`config.mk`:
```
export PLATFORM = sky130hd
export DESIGN_NAME = upd_stream_distributor
export DESIGN_NICKNAME = d
export VERILOG_FILES = /design/src/rtl/upd_pkg.sv /design/src/rtl/upd_seq_detect.sv /design/src/rtl/upd_word_decode.sv /design/src/rtl/upd_err_count.sv /design/src/rtl/upd_stream_distributor.sv
export SDC_FILE = /design/constraint.sdc
export NUM_CORES = 1
export LEC_CHECK = 0
export BUFFER_PORTS_ARGS = -buffer_cell sky130_fd_sc_hd__buf_2
export CELL_PAD_IN_SITES_DETAIL_PLACEMENT = 1
export CELL_PAD_IN_SITES_GLOBAL_PLACEMENT = 1
export CORE_ASPECT_RATIO = 2
export CORE_MARGIN = 2
export CORE_UTILIZATION = 38
export CTS_CLUSTER_DIAMETER = 50
export DETAILED_ROUTE_END_ITERATION = 16
export PLACE_DENSITY_LB_ADDON = 0.05
export SYNTH_ARGS = -nofsm -noshare
export SYNTH_HDL_FRONTEND = slang
export SYNTH_HIERARCHICAL = 1
export SYNTH_SLANG_ARGS = --single-unit
```
`constraint.sdc`:
```
create_clock -name clk -period 3.5 [get_ports clk]
set_clock_uncertainty 0.1 [all_clocks]
set_input_delay 0.35 -clock clk [delete_from_list [all_inputs] [get_ports clk]]
set_output_delay 0.35 -clock clk [all_outputs]
set_load 0.01 [all_outputs]
```
`src/rtl/upd_pkg.sv`:
```
package upd_pkg;
  localparam int WORD_W   = 64;
  localparam int MARK_W   = 23;
  localparam int ROW_W    = 16;
  localparam int COL_W    = 8;
  localparam int NS_W     = 16;
  localparam int TADDR_W  = ROW_W + COL_W;
  localparam int NS_LSB   = 0;
  localparam int COL_LSB  = NS_LSB + NS_W;
  localparam int ROW_LSB  = COL_LSB + COL_W;
  localparam int KIND_BIT = ROW_LSB + ROW_W;
  localparam int MARK_LSB = KIND_BIT + 1;

  typedef enum logic {KIND_FINAL = 1'b0, KIND_TRANS = 1'b1} upd_kind_e;

  function automatic logic [MARK_W-1:0] marker_of(input logic [WORD_W-1:0] w);
    return w[MARK_LSB +: MARK_W];
  endfunction

  function automatic upd_kind_e kind_of(input logic [WORD_W-1:0] w);
    return upd_kind_e'(w[KIND_BIT]);
  endfunction

  function automatic logic [ROW_W-1:0] row_of(input logic [WORD_W-1:0] w);
    return w[ROW_LSB +: ROW_W];
  endfunction

  function automatic logic [COL_W-1:0] col_of(input logic [WORD_W-1:0] w);
    return w[COL_LSB +: COL_W];
  endfunction

  function automatic logic [NS_W-1:0] ns_of(input logic [WORD_W-1:0] w);
    return w[NS_LSB +: NS_W];
  endfunction

  function automatic logic [TADDR_W-1:0] table_addr(input logic [WORD_W-1:0] w);
    return {row_of(w), col_of(w)};
  endfunction
endpackage

```
`src/rtl/upd_seq_detect.sv`:
```
module upd_seq_detect #(
  parameter logic [63:0] PATTERN = 64'h0,
  parameter int          RUN_LEN = 4
) (
  input  logic        clk,
  input  logic        rst_n,
  input  logic        enable,
  input  logic        valid,
  input  logic [63:0] word,
  output logic        is_pat,
  output logic        hit
);
  localparam int CNT_W = $clog2(RUN_LEN + 1);
  localparam logic [CNT_W-1:0] LAST = CNT_W'(RUN_LEN - 1);

  logic [CNT_W-1:0] run_cnt;

  assign is_pat = (word == PATTERN);
  assign hit    = enable && valid && is_pat && (run_cnt == LAST);

  always_ff @(posedge clk) begin
    if (!rst_n || !enable) begin
      run_cnt <= '0;
    end else if (valid) begin
      if (!is_pat || hit) run_cnt <= '0;
      else                run_cnt <= run_cnt + 1'b1;
    end
  end


  run_bound_chk: assert property (@(posedge clk) disable iff (!rst_n)
    run_cnt <= LAST);
endmodule

```
`src/rtl/upd_word_decode.sv`:
```
module upd_word_decode
  import upd_pkg::*;
#(
  parameter logic [MARK_W-1:0] MARK = '0
) (
  input  logic               clk,
  input  logic               rst_n,
  input  logic               take,
  input  logic [WORD_W-1:0]  word,
  output logic               bad_flag,
  output logic               tt_we,
  output logic [TADDR_W-1:0] tt_addr,
  output logic [NS_W-1:0]    tt_data,
  output logic               fs_we,
  output logic [ROW_W-1:0]   fs_addr,
  output logic               fs_flag
);
  logic marked, do_trans, do_final;

  assign marked   = (marker_of(word) == MARK);
  assign bad_flag = take && !marked;
  assign do_trans = take && marked && (kind_of(word) == KIND_TRANS);
  assign do_final = take && marked && (kind_of(word) == KIND_FINAL);

  always_ff @(posedge clk) begin
    if (!rst_n) begin
      tt_we   <= 1'b0;
      fs_we   <= 1'b0;
      tt_addr <= '0;
      tt_data <= '0;
      fs_addr <= '0;
      fs_flag <= 1'b0;
    end else begin
      tt_we <= do_trans;
      fs_we <= do_final;
      if (do_trans) begin
        tt_addr <= table_addr(word);
        tt_data <= ns_of(word);
      end
      if (do_final) begin
        fs_addr <= row_of(word);
        fs_flag <= word[0];
      end
    end
  end


  one_write_chk: assert property (@(posedge clk) disable iff (!rst_n)
    !(tt_we && fs_we));

  bad_no_write_chk: assert property (@(posedge clk) disable iff (!rst_n)
    bad_flag |=> !tt_we && !fs_we);
endmodule

```
`src/rtl/upd_err_count.sv`:
```
module upd_err_count #(
  parameter int ERR_W = 8
) (
  input  logic             clk,
  input  logic             rst_n,
  input  logic             inc,
  output logic [ERR_W-1:0] count
);
  localparam logic [ERR_W-1:0] TOP = '1;

  always_ff @(posedge clk) begin
    if (!rst_n)                  count <= '0;
    else if (inc && count != TOP) count <= count + 1'b1;
  end


  err_step_chk: assert property (@(posedge clk) disable iff (!rst_n)
    1'b1 |=> (count == $past(count)) || (count == $past(count) + 1'b1));
endmodule

```
`src/rtl/upd_stream_distributor.sv`:
```
module upd_stream_distributor
  import upd_pkg::*;
#(
  parameter logic [63:0]       HDR_WORD  = 64'hFFEE_DDCC_0000_0001,
  parameter logic [63:0]       TAIL_WORD = 64'hFFEE_DDCC_0000_0002,
  parameter logic [MARK_W-1:0] MARK      = 23'h5A5A5A,
  parameter int                FRAME_LEN = 4,
  parameter int                ERR_W     = 8
) (
  input  logic               clk,
  input  logic               rst_n,
  input  logic               in_valid,
  input  logic [63:0]        in_word,
  output logic               match_valid,
  output logic [63:0]        match_word,
  output logic               tt_we,
  output logic [23:0]        tt_addr,
  output logic [15:0]        tt_data,
  output logic               fs_we,
  output logic [15:0]        fs_addr,
  output logic               fs_flag,
  output logic               session_active,
  output logic [ERR_W-1:0]   err_count
);
  logic session_q;
  logic hdr_is, hdr_hit, tail_is, tail_hit;
  logic fwd, take, bad_flag;
  logic mv_q;
  logic [63:0] mw_q;

  upd_seq_detect #(.PATTERN(HDR_WORD), .RUN_LEN(FRAME_LEN)) hdr_det_i (
    .clk(clk), .rst_n(rst_n), .enable(!session_q), .valid(in_valid),
    .word(in_word), .is_pat(hdr_is), .hit(hdr_hit));

  upd_seq_detect #(.PATTERN(TAIL_WORD), .RUN_LEN(FRAME_LEN)) tail_det_i (
    .clk(clk), .rst_n(rst_n), .enable(session_q), .valid(in_valid),
    .word(in_word), .is_pat(tail_is), .hit(tail_hit));

  assign fwd  = in_valid && !session_q && !hdr_is;
  assign take = in_valid && session_q && !tail_is;

  upd_word_decode #(.MARK(MARK)) dec_i (
    .clk(clk), .rst_n(rst_n), .take(take), .word(in_word),
    .bad_flag(bad_flag), .tt_we(tt_we), .tt_addr(tt_addr), .tt_data(tt_data),
    .fs_we(fs_we), .fs_addr(fs_addr), .fs_flag(fs_flag));

  upd_err_count #(.ERR_W(ERR_W)) err_i (
    .clk(clk), .rst_n(rst_n), .inc(bad_flag), .count(err_count));

  always_ff @(posedge clk) begin
    if (!rst_n) begin
      session_q <= 1'b0;
      mv_q      <= 1'b0;
      mw_q      <= '0;
    end else begin
      if (hdr_hit)       session_q <= 1'b1;
      else if (tail_hit) session_q <= 1'b0;
      mv_q <= fwd;
      if (fwd) mw_q <= in_word;
    end
  end

  assign match_valid    = mv_q;
  assign match_word     = mw_q;
  assign session_active = session_q;


  no_fwd_in_session_chk: assert property (@(posedge clk) disable iff (!rst_n)
    !(match_valid && session_active));

  write_in_session_chk: assert property (@(posedge clk) disable iff (!rst_n)
    (tt_we || fs_we) |-> session_active);

  open_by_header_chk: assert property (@(posedge clk) disable iff (!rst_n)
    hdr_hit |=> session_active && !match_valid);

  close_by_tail_chk: assert property (@(posedge clk) disable iff (!rst_n)
    $fell(session_active) |-> $past(tail_hit));
endmodule

```
Yosys cells after proc, flatten, opt, wreduce, memory -nomap -nowiden
Cells that the tools add are included.
Widths: inputs -> output; s select.
{ "totals": {"out_inout_bits": 133, "register_bits": 139, "input_bits": 67} }
{ "op_classes": {"add_sub_neg": 3, "n_reduce_logical": 23, "n_bitwise": 1, "eq_ne": 6, "n_mux": 4} }
{ "ops": {"columns": ["op", "count"], "rows": [
  ["$eq 64x64->1 const B", 2],
  ["$eq 23x23->1 const B", 1],
  ["$logic_and 1x1->1", 13],
  ["$add 8x1->8 const B", 1],
  ["$ne 8x8->1 const B", 1],
  ["$add 3x1->3 const B", 2],
  ["$eq 3x2->1 const B", 2],
  ["$mux 3", 2],
  ["$logic_not 1->1", 5],
  ["$logic_or 1x1->1", 4],
  ["$mux 1", 2],
  ["$reduce_bool 2->1", 1],
  ["$not 1->1", 1]
]} }

Logic depth before layout (Yosys ltp)
{ "depth": {"depth_word": 6, "mapped_depth": 10, "depth_no_buf": 9} }

By module
Netlist, hierarchy kept.
{ "modules_own_cells": {"columns": ["mod", "cells_per_inst", "instances", "seq_area_each_um2", "area_each_um2"], "rows": [
  ["upd_stream_distributor", 286, 1, 1321.3, 2671.3],
  ["upd_word_decode", 247, 1, 1181.1, 2394.8],
  ["upd_seq_detect", 40, 2, 60.1, 336.6],
  ["upd_err_count", 47, 1, 160.2, 404.1]
]} }

Least setup slack after synthesis
Ideal clock, no wire load.
{ "synth_path": {"path_type": "input port to flip-flop", "start": "input port in_word[3]", "end": "register err_i.count[5]", "path_stages": 9, "t_arrival_ns": 2.540, "slack_ns": 0.731, "setup_time_ns": 0.129, "path_cell_list": "or4b_1 or4_1 or4_4 inv_1 nor2_1 nor2b_1 and4_1 a31oi_1 a211oi_1"} }
{ "synth_via": {"elab_chain_len": 5} }
{ "synth_rtl": {"columns": ["item", "line_no", "text"], "rows": [
  ["start: declaration", "upd_stream_distributor.sv:13", "input logic [63:0] in_word,"],
  ["$eq 64x64->1", "upd_seq_detect.sv:18", "assign is_pat = (word == PATTERN);"],
  ["via tail_is", "upd_stream_distributor.sv:26", "logic hdr_is, hdr_hit, tail_is, tail_hit;"],
  ["$logic_not 1->1", "upd_stream_distributor.sv:40", "assign take = in_valid && session_q && !tail_is;"],
  ["$logic_and 1x1->1", "upd_stream_distributor.sv:40", null],
  ["via take", "upd_stream_distributor.sv:27", "logic fwd, take, bad_flag;"],
  ["$logic_and 1x1->1", "upd_word_decode.sv:21", "assign bad_flag = take && !marked;"],
  ["via bad_flag", "upd_stream_distributor.sv:27", null],
  ["$logic_and 1x1->1", "upd_err_count.sv:13", "else if (inc && count != TOP) count <= count + 1'b1;"],
  ["end signal: assignment", "upd_err_count.sv:13", null],
  ["end: declaration", "upd_err_count.sv:7", "output logic [ERR_W-1:0] count"]
]} }
The timed path passes the listed nets, and every way through them passes these cells.
A chain may end at the register's enable or synchronous reset.

Worst setup path after layout
{ "layout_path": {"start": "input port in_word[21]", "end": "register err_i.count[5]"} }
The elaborated chain is that of the path after synthesis.

==> flow_metrics.py <==
metrics = {
    "status": {
        "run_status": "complete, no violations",
    },
    "synthesis": {
        "syn_nets": 732,
        "synth_ff_type": "sky130_fd_sc_hd__dfxtp_1",
        "synthesis.area_mm2": 0.00614,
        "synth_top_area_share_pct": 45.3,
        "post-synth-top-count-cell": "sky130_fd_sc_hd__nand2_1",
        "ys_top_cells_by_area": "sky130_fd_sc_hd__dfxtp_1 45%, sky130_fd_sc_hd__mux2i_1 20%, sky130_fd_sc_hd__nand2_1 15%",
        "flops_latches_synth": 139,
        "synth-async-reset-ratio_pct": 0,
        "synth.top_cells.by_count": "242 x sky130_fd_sc_hd__nand2_1, 139 x sky130_fd_sc_hd__dfxtp_1, 123 x sky130_fd_sc_hd__mux2i_1",
        "post_synth.cell_area_avg_um2": 9.31,
        "instance_count_of_the_mapped_netlist": 660,
        "yosysUniqueCellTypes": 47,
        "ys.warnings.count": 6,
        "synth_enable_flop_cells": 0,
        "synth_largest_area_cell": "sky130_fd_sc_hd__dfxtp_1",
        "seq_area_frac_synth_pct": 45.3,
    },
    "worst_hold_path": {
        "hold_path_depth": 3,
        "holdCritStartpoint": "in_word[6]",
        "hp-class": "primary input to flip-flop",
        "whs_endpoint": "dec_i/tt_data[6]",
    },
    "sta": {
        "timing.final.crit_period_ns": 2.68,
        "timing.final.hold_violations": 0,
        "setup_viol_count_final": 0,
        "final_max_slew_viol_count": 0,
        "layout_worst_path_cycle_share_pct": 76.4,
        "worst-slew-pin-transition_ns": 0.940,
        "timing.slew.headroom_pct": 37.3,
        "tns_ns": 0,
        "achievable-frequency_ghz": 0.374,
        "rsz0062_at_grt": "no",
        "layout_setup_ws_ns": 0.825,
    },
    "cells_and_area": {
        "fillerInstances": 1898,
        "flow.area_growth_from_synthesis_pct": 26.9,
        "layout.nets": 917,
        "num_antenna_cells": 0,
        "final_layout_size_suffix_gt1_share_pct": 29.2,
        "post-route-cell-area_mm2": 0.00779,
    },
    "power_and_ir_drop": {
        "fraction_of_power_consumed_by_the_clock_network_pct": 49.5,
        "p_per_area_mw_per_mm2": 502,
        "power.static_leakage_nw": 3.87,
        "p_int_mw": 3.00,
        "seqPwrFrac_pct": 42.2,
        "combPwrFrac_pct": 8.3,
        "ir_worst_vdd_mv": 0.342,
        "netSwitchingFraction_pct": 23.3,
        "p_switching_uw": 913,
    },
    "floorplanning": {
        "pin_count": 200,
        "floorplan.rows": 65,
        "floorplan.die.width_um": 93.9,
        "initial_core_utilization_pct": 38.9,
        "die_area_mm2": 0.0173,
        "die_h_um": 184,
        "placeableCoreArea_mm2": 0.0158,
    },
    "clock_network": {
        "cts.path.max_buffers": 2,
        "clock_pin_slew_on_the_worst_setup_and_hold_paths_ns": 0.06,
        "tritoncts": "built",
        "ctsRootBufferMaster": "sky130_fd_sc_hd__clkbuf_16",
        "worst_skew_pair_latency_ns": 0.42,
        "cts_hold_repair.buffers": 0,
        "quantity_of_gates_resized_following_cts": 0,
        "postCtsSetupBuffers": 0,
        "cts_buffers": 17,
        "clock-sinks": 139,
        "cts_max_level": 4,
    },
    "setup_path": {
        "worstPathMaxFanout": 6,
        "crit_path_start_kind": "primary input",
        "rr_worst_depth": 6,
        "worst_path_dominant_cell_family": "simple AND/OR/NAND/NOR gates",
        "critPathArrivalTime_ns": 2.87,
        "rr_endpoint": "err_i/count[6]",
        "path_cells": "buf_2 > or4b_1 > or4_1 > or4_4 > inv_1 > nor2_1 > nor2b_1 > and4_1 > a31oi_1 > a211oi_1",
        "slowest_delay_ns": 0.54,
        "wp_data_required_ns": 3.70,
        "critical_path.reg2reg.startpoint": "session_active",
        "crit_path_top_delay_cell": "sky130_fd_sc_hd__or4_4",
        "type_of_element_capturing_the_critical_path": "flip-flop",
        "ff2ff_setup_slack_ns": 1.25,
        "critPathKind": "primary input to flip-flop",
        "worst-path-buf-inv": 2,
    },
    "place": {
        "hpwlAfterDp_mm": 13.9,
        "dpl_worst_slack_ns": 0.359,
        "placedInstanceArea_mm2": 0.00716,
        "place.port_buffers": 199,
        "place.gp.congestion": 0.790,
    },
    "drt": {
        "drc_viols": 0,
        "vias_per_cell": 5.11,
        "final_antenna_net_count": 0,
        "detailedRoute.firstIterationViolations": 157,
        "drt-total-wl_mm": 18.6,
        "drt_first_pass_iters": 4,
        "vias": 5405,
        "wl_per_cell_um": 17.6,
    },
    "grt": {
        "overflow": 0,
        "antenna_found_initial": 0,
        "grtUsageTotal_pct": 21.8,
        "grt_max_degree": 133,
        "grt_first_pass_wirelength_mm": 29.3,
        "via_count_of_the_first_global_routing_pass": 5579,
    },
    "run": {
        "max_cap_viol_count": 0,
    },
}
[registers in the layout (all words and copies together), names as in the netlist]
name	count
dec_i/fs_flag	1
hdr_det_i/run_cnt	3
err_i/count	8
dec_i/tt_data	16
dec_i/tt_addr	24
session_active	1
dec_i/tt_we	1
dec_i/fs_addr	16
tail_det_i/run_cnt	3
match_valid	1
match_word	64
dec_i/fs_we	1
[power by group through the flow]
| stage | clock (mW) | sequential (mW) | combinational [mW] |
|---|---|---|---|
| 6_report | 1.94 | 1.65 | 0.323 |
| 3_5_place_dp | 0 | 1.69 | 0.329 |
| 4_1_cts | 1.98 | 1.65 | 0.330 |
| 2_1_floorplan | 0 | 1.71 | 0.154 |
| 5_1_grt | 2.04 | 1.66 | 0.357 |
| 3_3_place_gp | 0 | 1.69 | 0.319 |
[worst max path at each step]
stage / start / endpoint / cells past startpoint
after floorplan: in_word[3] / err_i/count[5] / 9
after global placement: in_word[21] / dec_i/tt_data[11] / 10
after detailed placement: in_word[21] / dec_i/tt_addr[2] / 10
after CTS: in_word[21] / dec_i/tt_addr[2] / 10
after global routing: in_word[21] / dec_i/tt_addr[2] / 10
final: in_word[21] / err_i/count[5] / 10
[cells by family after synthesis]
| family | Yosys count | synth area share (%) |
|---|---|---|
| AO/OA/AOI/OAI | 21 | 2.38 |
| adder cells (fa/ha/maj) | 5 | 1.02 |
| buffers and inverters | 49 | 6.11 |
| flip-flops | 139 | 45.3 |
| multiplexers | 123 | 20.0 |
| AND/OR/NAND/NOR | 323 | 25.2 |
[layout by cell type, fill, tap and decap left out, drive strengths merged, types with 4 or more instances in the layout]
cell type  instances
nand3              4
clkbuf            21
nand2            242
a21oi              5
mux2i            123
o31ai              6
and4b              5
nand4b             4
inv                9
nor4bb             4
nor4b              8
bufinv             4
or4                5
dfxtp            139
buf              206
nor4              11
ha                 5
nand4             14
nor2               6
[through the flow]
step | util, % | std cells | hold slack [ns] | power [mW]
final | 49.4 | 1058 | 0.102 | 3.91
after global routing | 49.4 | 1058 | 0.109 | 4.06
after CTS | 49.4 | 1058 | 0.0901 | 3.96
after detailed placement | 45.4 | 1027 | 0.346 | 2.02
after global placement | 45.4 | 1027 | 0.334 | 2.00
after floorplan | - | 660 | 0.325 | 1.86
[cell type report]
cell class / instances / area [um2] / area share, %
clock buffer: 21 / 470 / 6.04
inverter: 9 / 33.8 / 0.433
timing repair buffer: 206 / 1090 / 14.0
tap: 201 / 251 / 3.23
multi-input combinational: 472 / 3000 / 38.5
clock inverter: 10 / 165 / 2.12
sequential: 139 / 2780 / 35.7
[routing by layer]
metal | track usage [%] | wire length (um)
met1 | 23.5 | 7050
met3 | 4.39 | 885
met4 | 8.87 | 587
met5 | 0 | 0
met2 | 40.4 | 10100
[tightest hold or removal path: stages]
cell and delay (ns):
sky130_fd_sc_hd__buf_2 0.12, sky130_fd_sc_hd__nand2_1 0.05, sky130_fd_sc_hd__mux2i_1 0.05
Power figures use the tool's default switching activity.
